--- src/rtl/gsa_pkg.sv ---
package gsa_pkg;

    typedef enum logic {
        SEG_ROW = 1'b0,
        SEG_COL = 1'b1
    } seg_kind_e;

    function automatic logic [15:0] gsa_absdiff(input logic [15:0] a, input logic [15:0] b);
        return (a > b) ? (a - b) : (b - a);
    endfunction

endpackage

--- src/rtl/gsa_pick.sv ---
module gsa_pick #(
    parameter int N  = 8,
    parameter int IW = 3
) (
    input  logic [N-1:0]  req,
    output logic          found,
    output logic [IW-1:0] idx
);
    always_comb begin
        found = 1'b0;
        idx   = '0;
        for (int i = N - 1; i >= 0; i--) begin
            if (req[i]) begin
                found = 1'b1;
                idx   = IW'(i);
            end
        end
    end
endmodule

--- src/rtl/gsa_cover.sv ---
module gsa_cover #(
    parameter int N    = 8,
    parameter int LW   = 3,
    parameter int AW   = 10,
    parameter int GRID = 4
) (
    input  logic [N-1:0]         used_i,
    input  logic [N-1:0]         is_col_i,
    input  logic [N-1:0][LW-1:0] layer_i,
    input  logic [N-1:0][AW-1:0] line_i,
    input  logic [N-1:0][AW-1:0] start_i,
    input  logic [LW-1:0]        q_layer,
    input  logic [AW-1:0]        q_row,
    input  logic [AW-1:0]        q_col,
    output logic [N-1:0]         hit_o
);
    localparam logic [AW:0] SPAN = (AW + 1)'(GRID);

    for (genvar g = 0; g < N; g++) begin : g_ent
        logic          on_line;
        logic [AW-1:0] pos;
        logic [AW:0]   off;
        assign on_line  = is_col_i[g] ? (line_i[g] == q_col) : (line_i[g] == q_row);
        assign pos      = is_col_i[g] ? q_row : q_col;
        assign off      = {1'b0, pos} - {1'b0, start_i[g]};
        assign hit_o[g] = used_i[g] && (layer_i[g] == q_layer) && on_line
                          && !off[AW] && (off < SPAN);
    end
endmodule

--- src/rtl/gsa_alloc.sv ---
module gsa_alloc
    import gsa_pkg::*;
#(
    parameter int LAYERS = 8,
    parameter int DIM    = 1024,
    parameter int GRID   = 4,
    parameter int NSPARE = 8,
    parameter int NCYL   = 2,
    localparam int LW    = $clog2(LAYERS),
    localparam int AW    = $clog2(DIM),
    localparam int IW    = $clog2(NSPARE),
    localparam int CIW   = $clog2(NCYL)
) (
    input  logic              clk,
    input  logic              rst_n,
    input  logic              flt_valid,
    input  logic [LAYERS-1:0] flt_mask,
    input  logic [AW-1:0]     flt_row,
    input  logic [AW-1:0]     flt_col,
    input  logic              flush,
    input  logic              lk_valid,
    input  logic [LW-1:0]     lk_layer,
    input  logic [AW-1:0]     lk_row,
    input  logic [AW-1:0]     lk_col,
    output logic              lk_hit,
    output logic              lk_cyl,
    output logic [IW-1:0]     lk_idx,
    output logic              repair_fail
);
    typedef struct packed {
        logic          used;
        seg_kind_e     kind;
        logic [LW-1:0] layer;
        logic [AW-1:0] line;
        logic [AW-1:0] start;
    } spare_t;

    typedef struct packed {
        logic          used;
        logic [AW-1:0] row;
        logic [AW-1:0] col;
    } cyl_t;

    typedef struct packed {
        logic          valid;
        logic [LW-1:0] layer;
        logic [AW-1:0] row;
        logic [AW-1:0] col;
    } hold_t;

    typedef struct packed {
        spare_t [NSPARE-1:0] sp;
        cyl_t   [NCYL-1:0]   cy;
        hold_t               hold;
        logic                fail;
        logic                lk_hit;
        logic                lk_cyl;
        logic [IW-1:0]       lk_idx;
    } state_t;

    state_t st_d, st_q;

    // field views of the spare table for the coverage units
    logic [NSPARE-1:0]         sp_used, sp_iscol;
    logic [NSPARE-1:0][LW-1:0] sp_layer;
    logic [NSPARE-1:0][AW-1:0] sp_line, sp_start;
    logic [NCYL-1:0]           cy_used, cy_fhit, cy_lhit;

    for (genvar g = 0; g < NSPARE; g++) begin : g_view
        assign sp_used[g]  = st_q.sp[g].used;
        assign sp_iscol[g] = (st_q.sp[g].kind == SEG_COL);
        assign sp_layer[g] = st_q.sp[g].layer;
        assign sp_line[g]  = st_q.sp[g].line;
        assign sp_start[g] = st_q.sp[g].start;
    end

    for (genvar g = 0; g < NCYL; g++) begin : g_cyl
        assign cy_used[g] = st_q.cy[g].used;
        assign cy_fhit[g] = st_q.cy[g].used && st_q.cy[g].row == flt_row && st_q.cy[g].col == flt_col;
        assign cy_lhit[g] = st_q.cy[g].used && st_q.cy[g].row == lk_row && st_q.cy[g].col == lk_col;
    end

    // fault decode
    logic [LW-1:0] f_layer;
    int            f_count;
    always_comb begin
        f_layer = '0;
        f_count = $countones(flt_mask);
        for (int i = 0; i < LAYERS; i++) begin
            if (flt_mask[i]) f_layer = LW'(i);
        end
    end

    logic [NSPARE-1:0] f_sp_hit, l_sp_hit;

    gsa_cover #(.N(NSPARE), .LW(LW), .AW(AW), .GRID(GRID)) u_fcov (
        .used_i(sp_used), .is_col_i(sp_iscol), .layer_i(sp_layer),
        .line_i(sp_line), .start_i(sp_start),
        .q_layer(f_layer), .q_row(flt_row), .q_col(flt_col), .hit_o(f_sp_hit)
    );

    gsa_cover #(.N(NSPARE), .LW(LW), .AW(AW), .GRID(GRID)) u_lcov (
        .used_i(sp_used), .is_col_i(sp_iscol), .layer_i(sp_layer),
        .line_i(sp_line), .start_i(sp_start),
        .q_layer(lk_layer), .q_row(lk_row), .q_col(lk_col), .hit_o(l_sp_hit)
    );

    logic          sp_free_ok, cy_free_ok, l_sp_ok, l_cy_ok;
    logic [IW-1:0] sp_free_idx, l_sp_idx;
    logic [CIW-1:0] cy_free_idx, l_cy_idx;

    gsa_pick #(.N(NSPARE), .IW(IW)) u_sp_free (.req(~sp_used), .found(sp_free_ok), .idx(sp_free_idx));
    gsa_pick #(.N(NCYL), .IW(CIW)) u_cy_free (.req(~cy_used), .found(cy_free_ok), .idx(cy_free_idx));
    gsa_pick #(.N(NSPARE), .IW(IW)) u_l_sp (.req(l_sp_hit), .found(l_sp_ok), .idx(l_sp_idx));
    gsa_pick #(.N(NCYL), .IW(CIW)) u_l_cy (.req(cy_lhit), .found(l_cy_ok), .idx(l_cy_idx));

    // next-state computation
    logic          a_req, c_req;
    seg_kind_e     a_kind;
    logic [LW-1:0] a_layer;
    logic [AW-1:0] a_line, a_start;
    logic          f_single, f_multi, f_covered, same_row, same_col;

    always_comb begin
        st_d    = st_q;
        a_req   = 1'b0;
        c_req   = 1'b0;
        a_kind  = SEG_ROW;
        a_layer = st_q.hold.layer;
        a_line  = st_q.hold.row;
        a_start = st_q.hold.col;

        f_single  = flt_valid && (f_count == 1);
        f_multi   = flt_valid && (f_count >= 2);
        f_covered = (|f_sp_hit) || (|cy_fhit);
        same_row  = st_q.hold.valid && st_q.hold.layer == f_layer && st_q.hold.row == flt_row
                    && gsa_absdiff(16'(flt_col), 16'(st_q.hold.col)) < 16'(GRID);
        same_col  = st_q.hold.valid && st_q.hold.layer == f_layer && st_q.hold.col == flt_col
                    && gsa_absdiff(16'(flt_row), 16'(st_q.hold.row)) < 16'(GRID);

        // lookup against the table as registered
        st_d.lk_hit = 1'b0;
        st_d.lk_cyl = 1'b0;
        st_d.lk_idx = '0;
        if (lk_valid) begin
            if (l_cy_ok) begin
                st_d.lk_hit = 1'b1;
                st_d.lk_cyl = 1'b1;
                st_d.lk_idx = IW'(l_cy_idx);
            end else if (l_sp_ok) begin
                st_d.lk_hit = 1'b1;
                st_d.lk_idx = l_sp_idx;
            end
        end

        // fault handling
        if (f_multi) begin
            c_req = !(|cy_fhit);
        end else if (f_single && !f_covered) begin
            if (!st_q.hold.valid) begin
                st_d.hold = '{valid: 1'b1, layer: f_layer, row: flt_row, col: flt_col};
            end else if (same_row) begin
                a_req   = 1'b1;
                a_start = (flt_col < st_q.hold.col) ? flt_col : st_q.hold.col;
                st_d.hold.valid = 1'b0;
            end else if (same_col) begin
                a_req   = 1'b1;
                a_kind  = SEG_COL;
                a_line  = st_q.hold.col;
                a_start = (flt_row < st_q.hold.row) ? flt_row : st_q.hold.row;
                st_d.hold.valid = 1'b0;
            end else begin
                a_req     = 1'b1;
                st_d.hold = '{valid: 1'b1, layer: f_layer, row: flt_row, col: flt_col};
            end
        end else if (!flt_valid && flush && st_q.hold.valid) begin
            a_req = 1'b1;
            st_d.hold.valid = 1'b0;
        end

        if (a_req) begin
            if (sp_free_ok) begin
                st_d.sp[sp_free_idx] = '{used: 1'b1, kind: a_kind, layer: a_layer,
                                         line: a_line, start: a_start};
            end else begin
                st_d.fail = 1'b1;
            end
        end

        if (c_req) begin
            if (cy_free_ok) begin
                st_d.cy[cy_free_idx] = '{used: 1'b1, row: flt_row, col: flt_col};
            end else begin
                st_d.fail = 1'b1;
            end
        end
    end

    always_ff @(posedge clk or negedge rst_n) begin
        if (!rst_n) st_q <= '0;
        else        st_q <= st_d;
    end

    assign lk_hit      = st_q.lk_hit;
    assign lk_cyl      = st_q.lk_cyl;
    assign lk_idx      = st_q.lk_idx;
    assign repair_fail = st_q.fail;

    AST_FAIL_STICKY: assert property (@(posedge clk) disable iff (!rst_n)
        repair_fail |=> repair_fail);
    AST_LK_IDLE: assert property (@(posedge clk) disable iff (!rst_n)
        !lk_valid |=> !lk_hit && !lk_cyl);
    AST_CYL_IS_HIT: assert property (@(posedge clk) disable iff (!rst_n)
        lk_cyl |-> lk_hit);
    AST_USED_KEPT: assert property (@(posedge clk) disable iff (!rst_n)
        1'b1 |=> (sp_used & $past(sp_used)) == $past(sp_used));
    AST_ONE_ALLOC: assert property (@(posedge clk) disable iff (!rst_n)
        1'b1 |=> $countones(sp_used ^ $past(sp_used)) <= 1);
    AST_COVERED_FREE: assert property (@(posedge clk) disable iff (!rst_n)
        (flt_valid && $countones(flt_mask) == 1 && ((|f_sp_hit) || (|cy_fhit)))
        |=> $stable(sp_used) && $stable(cy_used));

endmodule

--- config.mk ---
export PLATFORM = sky130hd
export DESIGN_NAME = gsa_alloc
export DESIGN_NICKNAME = d
export VERILOG_FILES = /design/src/rtl/gsa_pkg.sv /design/src/rtl/gsa_pick.sv /design/src/rtl/gsa_cover.sv /design/src/rtl/gsa_alloc.sv
export SDC_FILE = /design/constraint.sdc
export NUM_CORES = 1
export LEC_CHECK = 0
export BUFFER_PORTS_ARGS = -buffer_cell sky130_fd_sc_hd__buf_2
export CAP_MARGIN = 20
export CORE_UTILIZATION = 32
export CTS_BUF_LIST = sky130_fd_sc_hd__clkbuf_8 sky130_fd_sc_hd__clkbuf_16
export CTS_CLUSTER_DIAMETER = 60
export DETAILED_ROUTE_END_ITERATION = 16
export SLEW_MARGIN = 40
export SYNTH_ARGS = -nofsm -noshare
export SYNTH_HDL_FRONTEND = slang
export SYNTH_SLANG_ARGS = --single-unit
export TNS_END_PERCENT = 5
--- constraint.sdc ---
create_clock -name clk -period 6.2 [get_ports clk]
set_input_delay 1.24 -clock clk [delete_from_list [all_inputs] [get_ports clk]]
set_output_delay 1.24 -clock clk [all_outputs]
set_load 0.03 [all_outputs]
Word level (Yosys, flattened, before mapping):

Cells that the tools add are included.

* register bits: 272
* bits in latches: 0
* RAM bits: 0
* memory bits (read-only): 0
* input bits: 56
* output and inout bits: 6
* word-level logic and storage cells: 408
* memories: 0

* add/subtract/negate cells: 27
* multipliers: 0
* divide/modulo/power cells: 0
* $lt $le $gt $ge: 27
* eq/ne operators: 62
* shifts and indexed selects: 0
* multiplexer cells: 124
* bitwise logic cells: 3
* reduce and logical (&&, ||, !) cells: 111

Operators with widths (count)
* $eq 10x10->1: 42
* $mux 10: 28
* $sub 10x10->11: 20
* $bwmux 200: 1
* $lt 11x3->1 const B: 16
* $logic_and 1x1->1: 84
* $demux 25 s3: 1
* $mux 3: 22
* $mux 1: 60
* $eq 3x3->1: 17
* $mux 23: 2
* $bwmux 42: 1
* $lt 16x3->1 const B: 2
* $mux 16: 2
* $mux 25: 1
* $mux 24: 1
* $demux 21 s1: 1
* $mux 21: 1
* $gt 10x10->1: 2
* $lt 10x10->1: 2
* $logic_not 1->1: 19
* $add 1x1->2: 4
* $not 8->8: 1
* $reduce_or 8->1: 1
* other kinds (18): 23

Logic depth before layout (Yosys ltp):

Gate-level depths: netlist of run 1.

* depth after elaboration: 21
* gate-level depth with buffers: 22
* mapped depth without buffers: 17

Modules after synthesis:

From an unflattened synthesis of run 1, not the netlist that was laid out.

* cell total of the unflattened synthesis: 3205
* area, all modules: 28005.6 um^2

Modules (own cells, without submodules)
* gsa_alloc: times used 1, cells an instance 1436, area each 14779.2 um^2, sequential area each 6806.5 um^2
* gsa_cover at u_lcov: times used 1, cells an instance 877, area each 6585.1 um^2, sequential area each 0.0 um^2
* gsa_cover at u_fcov: times used 1, cells an instance 862, area each 6451.2 um^2, sequential area each 0.0 um^2
* gsa_pick at u_l_sp ...: times used 2, cells an instance 13, area each 80.1 um^2, sequential area each 0.0 um^2
* gsa_pick at u_cy_free ...: times used 2, cells an instance 2, area each 15.0 um^2, sequential area each 0.0 um^2

Worst setup path before layout of run 1:

No wires, ideal clock.

* path type: input-to-reg
* start: input port flt_mask[0]
* end: register st_q (netlist bit sp_line[75])
* setup time: 125 ps
* arrival: 5769 ps
* data required time: 6075 ps
* path slack: 307 ps
* cell stages on the path: 18
* path buffers: 1
* cell sequence: fa_1 -> inv_1 -> fa_1 -> fa_1 -> inv_1 -> ha_1 -> inv_1 -> fa_1 -> a2111oi_0 -> o21ai_0 -> nor2_1 -> nand3_1 -> a211oi_2 -> nand4_4 -> o22a_2 -> nor4_2 -> buf_2 -> mux2_2

* longest elaborated chain between the ends: 9
* elaborated cells between the ends (all ways): 14
* classes of those cells: add/sub: 3; order compare: 1; eq/ne: 1; mux: 5; reduce/logical: 4

Ends and longest elaborated chain
* start: declaration: line gsa_alloc.sv:17 `input logic [LAYERS-1:0] flt_mask,`
* $add 1x1->2 (not written as such) *: line gsa_alloc.sv:88 `f_count = $countones(flt_mask);`
* $add 2x2->3 (not written as such) *: line gsa_alloc.sv:88
* $add 3x3->4 (not written as such) *: line gsa_alloc.sv:88
* $eq 4x1->1: line gsa_alloc.sv:133 `f_single = flt_valid && (f_count == 1);`
* $logic_and 1x1->1: line gsa_alloc.sv:133
* $logic_and 1x1->1: line gsa_alloc.sv:159 `end else if (f_single && !f_covered) begin`
* $mux 10 / $mux 1 (equally long branches): line gsa_alloc.sv:159
* $mux 10 / $mux 1 (equally long branches): line gsa_alloc.sv:157 `if (f_multi) begin`
* $bwmux 200 / $reduce_and 2->1 (equally long branches)
* end signal: assignment: line gsa_alloc.sv:201 `else st_q <= st_d;`
* end: declaration: line gsa_alloc.sv:61 `state_t st_d, st_q;`

Mark *: on every way between the ends. The rest lies on a longest branch, timed or not.
A chain may end at the register's enable or synchronous reset.

Worst setup path after layout of run 1:

* start: input port flt_mask[0]
* end: register st_q (netlist bit sp_line[51])

Same word-level chain as after synthesis.

==> results of run 1 <==
## worst min-delay path: stages, from the launching register on
cell and delay, ps:
dfrtp_1 320, inv_1 60, mux2i_1 120
## layout by cell type, fill, tap and decap left out, types with 11 or more instances in the layout
cell and count:
dfrtp_1 264, mux2i_1 292, a21boi_0 11, nor2_1 128
o22ai_1 12, o21a_1 35, o21ai_0 178, xnor2_1 164
o2111ai_1 14, nand2_1 194, a21o_1 31, o211ai_1 16
nor2b_1 13, nor3_1 52, xor2_1 155, mux2_2 210
o31ai_1 11, nand4_1 54, a31oi_1 23, ha_1 197
clkbuf_16 37, or3_1 16, buf_2 60, buf_12 21
or2_2 16, or4_1 13, inv_1 200, nor3b_1 18
a211oi_1 20, a2111oi_0 14, nand3_1 50, nor4_1 52
buf_4 132, a21oi_1 120, nand2b_1 24
## how the worst max path moves through the flow
stage / to / slack [ps] / cells after the start
floorplan: sp_line[75] / 310 / 18
global placement: sp_line[60] / -170 / 20
detailed placement: sp_line[40] / -230 / 20
CTS: sp_line[50] / 350 / 20
global route: sp_line[50] / 50 / 20
finish: sp_line[51] / 330 / 20
## synth_stat cells, types with 50 or more instances
cell / count / area share
mux2i_1: 292 / 0.11
nor4_1: 52 / 0.012
clkbuf_1: 117 / 0.016
nand3_1: 50 / 0.0093
nor2_1: 128 / 0.018
xnor2_1: 164 / 0.053
dfrtp_1: 272 / 0.25
nor3_1: 52 / 0.0097
mux2_2: 210 / 0.088
xor2_1: 155 / 0.050
nand2_1: 194 / 0.027
a21oi_1: 120 / 0.022
o21ai_0: 178 / 0.033
inv_1: 197 / 0.027
ha_1: 197 / 0.091
nand4_1: 54 / 0.013
## registers in the layout, summed over array words and instances (netlist names)
name / count
st_q: 61
lk_cyl: 1
sp_start: 80
a_layer: 3
sp_iscol: 8
lk_hit: 1
repair_fail: 1
sp_layer: 24
lk_idx: 3
sp_used: 8
cy_used: 2
sp_line: 80
## power by group through the flow
stage	logic [W]	registers (W)	clock network, W
global route	0.00569	0.00294	0.00231
CTS	0.00518	0.00288	0.00224
global placement	0.00510	0.00289	0
detailed placement	0.00515	0.00291	0
floorplan	0.00364	0.00263	0
finish	0.00529	0.00291	0.00222
## per-stage QoR
step	hold slack (ps)	setup TNS, ps
CTS	538	0
finish	547	0
detailed placement	526	-15850
global placement	518	-13600
global route	560	0
floorplan	487	0
## routing by layer
layer / wire length, µm / share of wire / track usage
met1: 44200 / 0.40 / 0.326
met2: 45500 / 0.41 / 0.374
met3: 12000 / 0.11 / 0.0673
met4: 7940 / 0.072 / 0.155
met5: 52 / 0.00047 / 0
## cell families after synthesis
kind of cell	synth area share
adders and majority gates	0.0944
DFF	0.253
and+or+nand+nor	0.134
xor gates and xnor gates	0.104
buffers and inverters	0.0591
AOI/OAI and AO/OA	0.149
muxes	0.207
## area by class of cell
| type | instances | area (µm²) | share of cell area |
|---|---|---|---|
| Inverter | 197 | 739 | 0.0242 |
| Timing Repair Buffer | 216 | 1770 | 0.0578 |
| Multi-Input combinational cell | 2333 | 18600 | 0.609 |
| Clock inverter | 25 | 275 | 0.00901 |
| Clock buffer | 41 | 981 | 0.0321 |
| Tap cell | 1080 | 1350 | 0.0443 |
| Antenna cell | 4 | 10.0 | 0.000328 |
| Sequential cell | 272 | 6820 | 0.223 |
==> flow_summary_export.csv, run 1 <==
group,metric,value,unit
placement,dpl.cell_count,4097,
synthesis,async_flop_share,1.00,
finish,stdcell_count,4168,
worst_setup_path,r2r_end,"sp_line[51]",
global_route,grtUsageTotal,0.252,
synthesis,syn_area,26900,µm²
global_route,grt_overflow,0,
floorplanning,start_util,0.322,
power,finalPower,0.0104,W
worst_setup_path,slowest_delay,600,ps
power,sw_frac_of_total,0.449,
detailed_routing,dr_total_vias,24400,
synthesis,synth-edff-count,0,
global_route,grt_first_pass_wirelength,158000,µm
worst_hold_path,hold_end,"sp_start[58]",
worst_setup_path,required,6710,ps
floorplanning,ios,62,
clock_tree,clock-sinks,272,
clock_tree,cts-root-buf,"clkbuf_16",
power,peakVddDrop,0.188,mV
detailed_routing,dr.first_iter.drc_count,2697,
clock_tree,h-tree-depth,2,
worst_setup_path,critPathSlowestCell,"or4b_1",
finish,finish.utilization,0.365,
detailed_routing,ant_nets,0,
synthesis,syn_area_per_cell,9.01,µm²
worst_setup_path,cp-start-kind,"input pin",
global_route,first_global_vias,23000,
detailed_routing,drc,0,
detailed_routing,dr.pass1.iters,5,
sta,worst_slew_pin_slew,904,ps
synthesis,synth_seq_cells,272,
sta,grt_setup_unrepaired,"false",
sta,finalMaxSlewViolations,0,
synthesis,synth-seq-area-share,0.253,
synthesis,netlist_instances,2992,
flow_run,maxCapViolations,0,
worst_setup_path,critPathCaptureType,"flop",
global_route,grt_max_degree,142,
placement,dpl.hpwl,77800,µm
clock_tree,cts_setup_buffers,0,
sta,hold_viol,0,
worst_setup_path,arrival,6380,ps
worst_setup_path,cp_common_cell,"fa_1",
power,p_clk_frac,0.213,
floorplanning,die_w,292,µm
synthesis,synthFlopType,"dfrtp_1",
worst_setup_path,critPathBufInv,6,
detailed_routing,wl_per_cell,26.3,µm
clock_tree,holdBufCountCts,0,
status,status,"finished clean",
sta,skew,40.8,ps
worst_setup_path,crit_start,"flt_mask[0]",
synthesis,syn_nets,3249,
synthesis,ys_warn_count,0,
finish,fillers,8558,
placement,portBuffers,61,
sta,timing.final.ws_setup,330,ps
clock_tree,cts-resized-gates,0,
worst_setup_path,reg2reg_from,"sp_iscol[7]",
worst_hold_path,hp-start,"sp_start[58]",
power,p_int,0.00574,W
floorplanning,rows,106,
clock_tree,clock_path_buffers,3,
finish,syn_to_final_growth,13.3,%
clock_tree,cts_inserted_buffers,36,
worst_setup_path,timing.reg2reg.setup_slack,1050,ps
worst_setup_path,crit_type,"input pin to flop",
power,power_density,341,nW/µm²
power,p_leak,13.7,nW
power,combPwrFrac,0.507,
power,share_seq_of_total_power,0.279,
global_route,antenna_found_initial,8,
detailed_routing,routed_via_density,5.86,
worst_hold_path,holdPathStages,2,
clock_tree,clk_latency,600,ps
worst_setup_path,critPathMaxFanout,12,
floorplanning,die_h,292,µm
worst_setup_path,worstPathCellList,"buf_2 -> fa_1 -> inv_1 -> fa_1 -> fa_1 -> inv_1 -> ha_1 -> inv_1 -> fa_1 -> a2111oi_0 -> o21ai_0 -> nor2_1 -> nand3_1 -> a211oi_2 -> buf_4 -> nand4_4 -> or4b_1 -> buf_12 -> mux2i_2 -> mux2_2",
synthesis,synth_cell_types,99,
clock_tree,cts.clk_slew.worst_paths,60,ps
sta,fmax,170,MHz
finish,drive_gt1_frac,0.184,
placement,place_ws,-228,ps
floorplanning,core,83600,µm²
finish,stdcell_area,30500,µm²
placement,placed_cell_area,29200,µm²
detailed_routing,wl,110000,µm
sta,finalCriticalPeriod,5870,ps
floorplanning,die_area,85400,µm²
sta,setup_viol,0,
clock_tree,cts_tree,"built",
sta,max_slew_margin,0.398,
sta,finalCritPeriodShare,0.947,
worst_setup_path,cp_top_family,"adder cells",
worst_hold_path,hp-class,"flop to flop",
finish,layout.nets,3313,
worst_setup_path,r2r_cells,15,
placement,gp_congestion,0.975,
power,switchingPower,0.00467,W
(Power assumes the default switching activity.)
==> run 2, diff against run 1 <==
--- a/config.mk
+++ b/config.mk
@@ -7,10 +7,12 @@
 export LEC_CHECK = 0
 export BUFFER_PORTS_ARGS = -buffer_cell sky130_fd_sc_hd__buf_2
 export CAP_MARGIN = 20
+export CORE_ASPECT_RATIO = 1.75
 export CORE_UTILIZATION = 32
 export CTS_BUF_LIST = sky130_fd_sc_hd__clkbuf_8 sky130_fd_sc_hd__clkbuf_16
 export CTS_CLUSTER_DIAMETER = 60
 export DETAILED_ROUTE_END_ITERATION = 16
+export SKIP_LAST_GASP = 1
 export SLEW_MARGIN = 40
 export SYNTH_ARGS = -nofsm -noshare
 export SYNTH_HDL_FRONTEND = slang
==> run 2 against run 1 <==
Effect of this change:
- fmax grew 2.2%
- die area is essentially flat
- setup slack gained 130 ps
- global-route usage grew 2.1 points
- combinational power grew 4.9%
- cell count shrank 0.58%
- via count is essentially flat
- clock skew shrank 5.9 ps
==> flow_summary_export.csv, run 2 (synthesis gave the netlist of run 1 again) <==
group,metric,value,unit
worst_setup_path,cp-start-kind,"input pin",
clock_tree,h-tree-depth,1,
detailed_routing,dr.first_iter.drc_count,2096,
clock_tree,cts_inserted_buffers,27,
global_route,antenna_found_initial,8,
worst_hold_path,hp-start,"sp_start[63]",
placement,dpl.cell_count,4087,
finish,layout.nets,3308,
worst_setup_path,critPathSlowestCell,"or4b_1",
global_route,first_global_vias,24100,
detailed_routing,wl_per_cell,28.4,µm
finish,syn_to_final_growth,13.0,%
placement,gp_congestion,0.988,
worst_setup_path,critPathMaxFanout,12,
placement,portBuffers,61,
global_route,grt_first_pass_wirelength,168000,µm
detailed_routing,drc,0,
finish,multi_input_area,18600,µm²
placement,dpl.hpwl,85800,µm
clock_tree,clock_path_buffers,3,
detailed_routing,dr_total_vias,24400,
sta,skew,34.9,ps
sta,setup_viol,0,
power,p_clk_frac,0.174,
detailed_routing,routed_via_density,5.89,
sta,finalCritPeriodShare,0.926,
worst_setup_path,crit_type,"input pin to flop",
floorplanning,die_area,85400,µm²
clock_tree,cts.clk_slew.worst_paths,70,ps
power,peakVddDrop,0.230,mV
finish,stdcell_count,4144,
power,switchingPower,0.00469,W
clock_tree,clock-sinks,272,
sta,holdWs,548,ps
worst_setup_path,timing.reg2reg.setup_slack,1100,ps
floorplanning,core,83400,µm²
worst_setup_path,critPathCaptureType,"flop",
floorplanning,ios,62,
finish,final_cell_mix,"292 x mux2i_1, 264 x dfrtp_1, 210 x mux2_2",
sta,fmax,174,MHz
sta,timing.final.ws_setup,457,ps
sta,grt_setup_unrepaired,"false",
sta,finalSetupTns,0,ps
power,combPwrFrac,0.547,
sta,worst_slew_pin_slew,929,ps
sta,max_slew_margin,0.380,
finish,fillers,8453,
worst_setup_path,reg2reg_from,"sp_iscol[5]",
worst_setup_path,worstPathCellList,"buf_2 -> fa_1 -> inv_1 -> fa_1 -> fa_1 -> inv_1 -> ha_1 -> inv_1 -> fa_1 -> a2111oi_0 -> o21ai_0 -> nor2_1 -> nand3_1 -> a211oi_2 -> buf_4 -> nand4_4 -> or4b_1 -> buf_12 -> mux2i_2 -> mux2_2",
finish,final_common_cell,"mux2i_1",
clock_tree,cts_tree,"built",
detailed_routing,wl,118000,µm
floorplanning,start_util,0.323,
detailed_routing,ant_nets,0,
global_route,grt_max_degree,109,
detailed_routing,dr.pass1.iters,6,
power,power_density,333,nW/µm²
worst_setup_path,arrival,6280,ps
finish,ff_latch_area,6820,µm²
global_route,grt_overflow,0,
worst_setup_path,required,6740,ps
clock_tree,clk_latency,630,ps
power,finalPower,0.0101,W
power,share_seq_of_total_power,0.279,
worst_hold_path,hold_end,"sp_start[63]",
status,status,"finished clean",
finish,drive_gt1_frac,0.181,
clock_tree,holdBufCountCts,0,
power,p_int,0.00546,W
worst_setup_path,r2r_end,"sp_line[21]",
floorplanning,die_h,386,µm
sta,hold_viol,0,
clock_tree,cts-resized-gates,0,
worst_setup_path,r2r_cells,14,
worst_setup_path,cp_common_cell,"fa_1",
placement,place_ws,-174,ps
flow_run,maxCapViolations,0,
clock_tree,cts-root-buf,"clkbuf_16",
global_route,grtUsageTotal,0.273,
worst_hold_path,hp-class,"flop to flop",
floorplanning,die_w,221,µm
power,sw_frac_of_total,0.462,
worst_setup_path,slowest_delay,580,ps
clock_tree,cts_setup_buffers,0,
power,p_leak,13.6,nW
sta,finalCriticalPeriod,5740,ps
floorplanning,rows,140,
sta,finalMaxSlewViolations,0,
worst_hold_path,holdPathStages,2,
-- run 2: cell count changes in the layout (fill, tap and decap cells not counted), sizes merged --
cell	previous run	this run
inv	203	204
clkbuf	41	29
diode	4	8
clkinv	13	8
bufinv	3	2
buf	216	220
-- run 2: through the flow --
step	utilization	instance area, µm²
floorplan	-	26900
global placement	0.354	29500
detailed placement	0.354	29500
CTS	0.365	30400
global route	0.365	30400
finish	0.365	30500
-- run 2: layout make-up --
cell class / instances / area share
clock buffer: 29 / 0.0231
sequential: 272 / 0.224
multi-input combinational: 2333 / 0.611
antenna: 8 / 0.000657
inverter: 197 / 0.0243
tap: 1065 / 0.0438
timing repair buffer: 220 / 0.0669
clock inverter: 20 / 0.00637
-- run 2: how the worst max path moves through the flow --
stage / cells past startpoint / from / endpoint / slack (ps)
6_report: 20 / flt_mask[0] / sp_line[21] / 460
3_3_place_gp: 20 / flt_mask[0] / sp_line[61] / -80
2_1_floorplan: 18 / flt_mask[0] / sp_line[75] / 310
4_1_cts: 20 / flt_mask[0] / sp_line[21] / 460
3_5_place_dp: 20 / flt_mask[0] / sp_line[21] / -170
5_1_grt: 20 / flt_mask[0] / sp_line[21] / 180
-- run 2: critical path: cells and delay by family --
kind                       cells  cell delay (ps)
buffers and inverters          6              670
AOI/OAI and AO/OA              3              700
adders and majority gates      5             2010
and+or+nand+nor                4              890
muxes                          2              750
-- run 2: power groups by stage --
stage / registers [W] / logic (W) / clock network, W
after floorplan: 0.00263 / 0.00364 / 0
after global placement: 0.00283 / 0.00535 / 0
after detailed placement: 0.00284 / 0.00541 / 0
after CTS: 0.00281 / 0.00544 / 0.00177
after global routing: 0.00287 / 0.00596 / 0.00184
final: 0.00283 / 0.00555 / 0.00176
-- run 2: metal layers --
layer | global-route usage | vias to the layer above | part of all wire
met5 | 0 | - | 0.00012
met4 | 0.247 | 2 | 0.10
met3 | 0.0497 | 472 | 0.070
met2 | 0.465 | 1175 | 0.47
met1 | 0.290 | 11900 | 0.35
li1 | - | 10900 | -
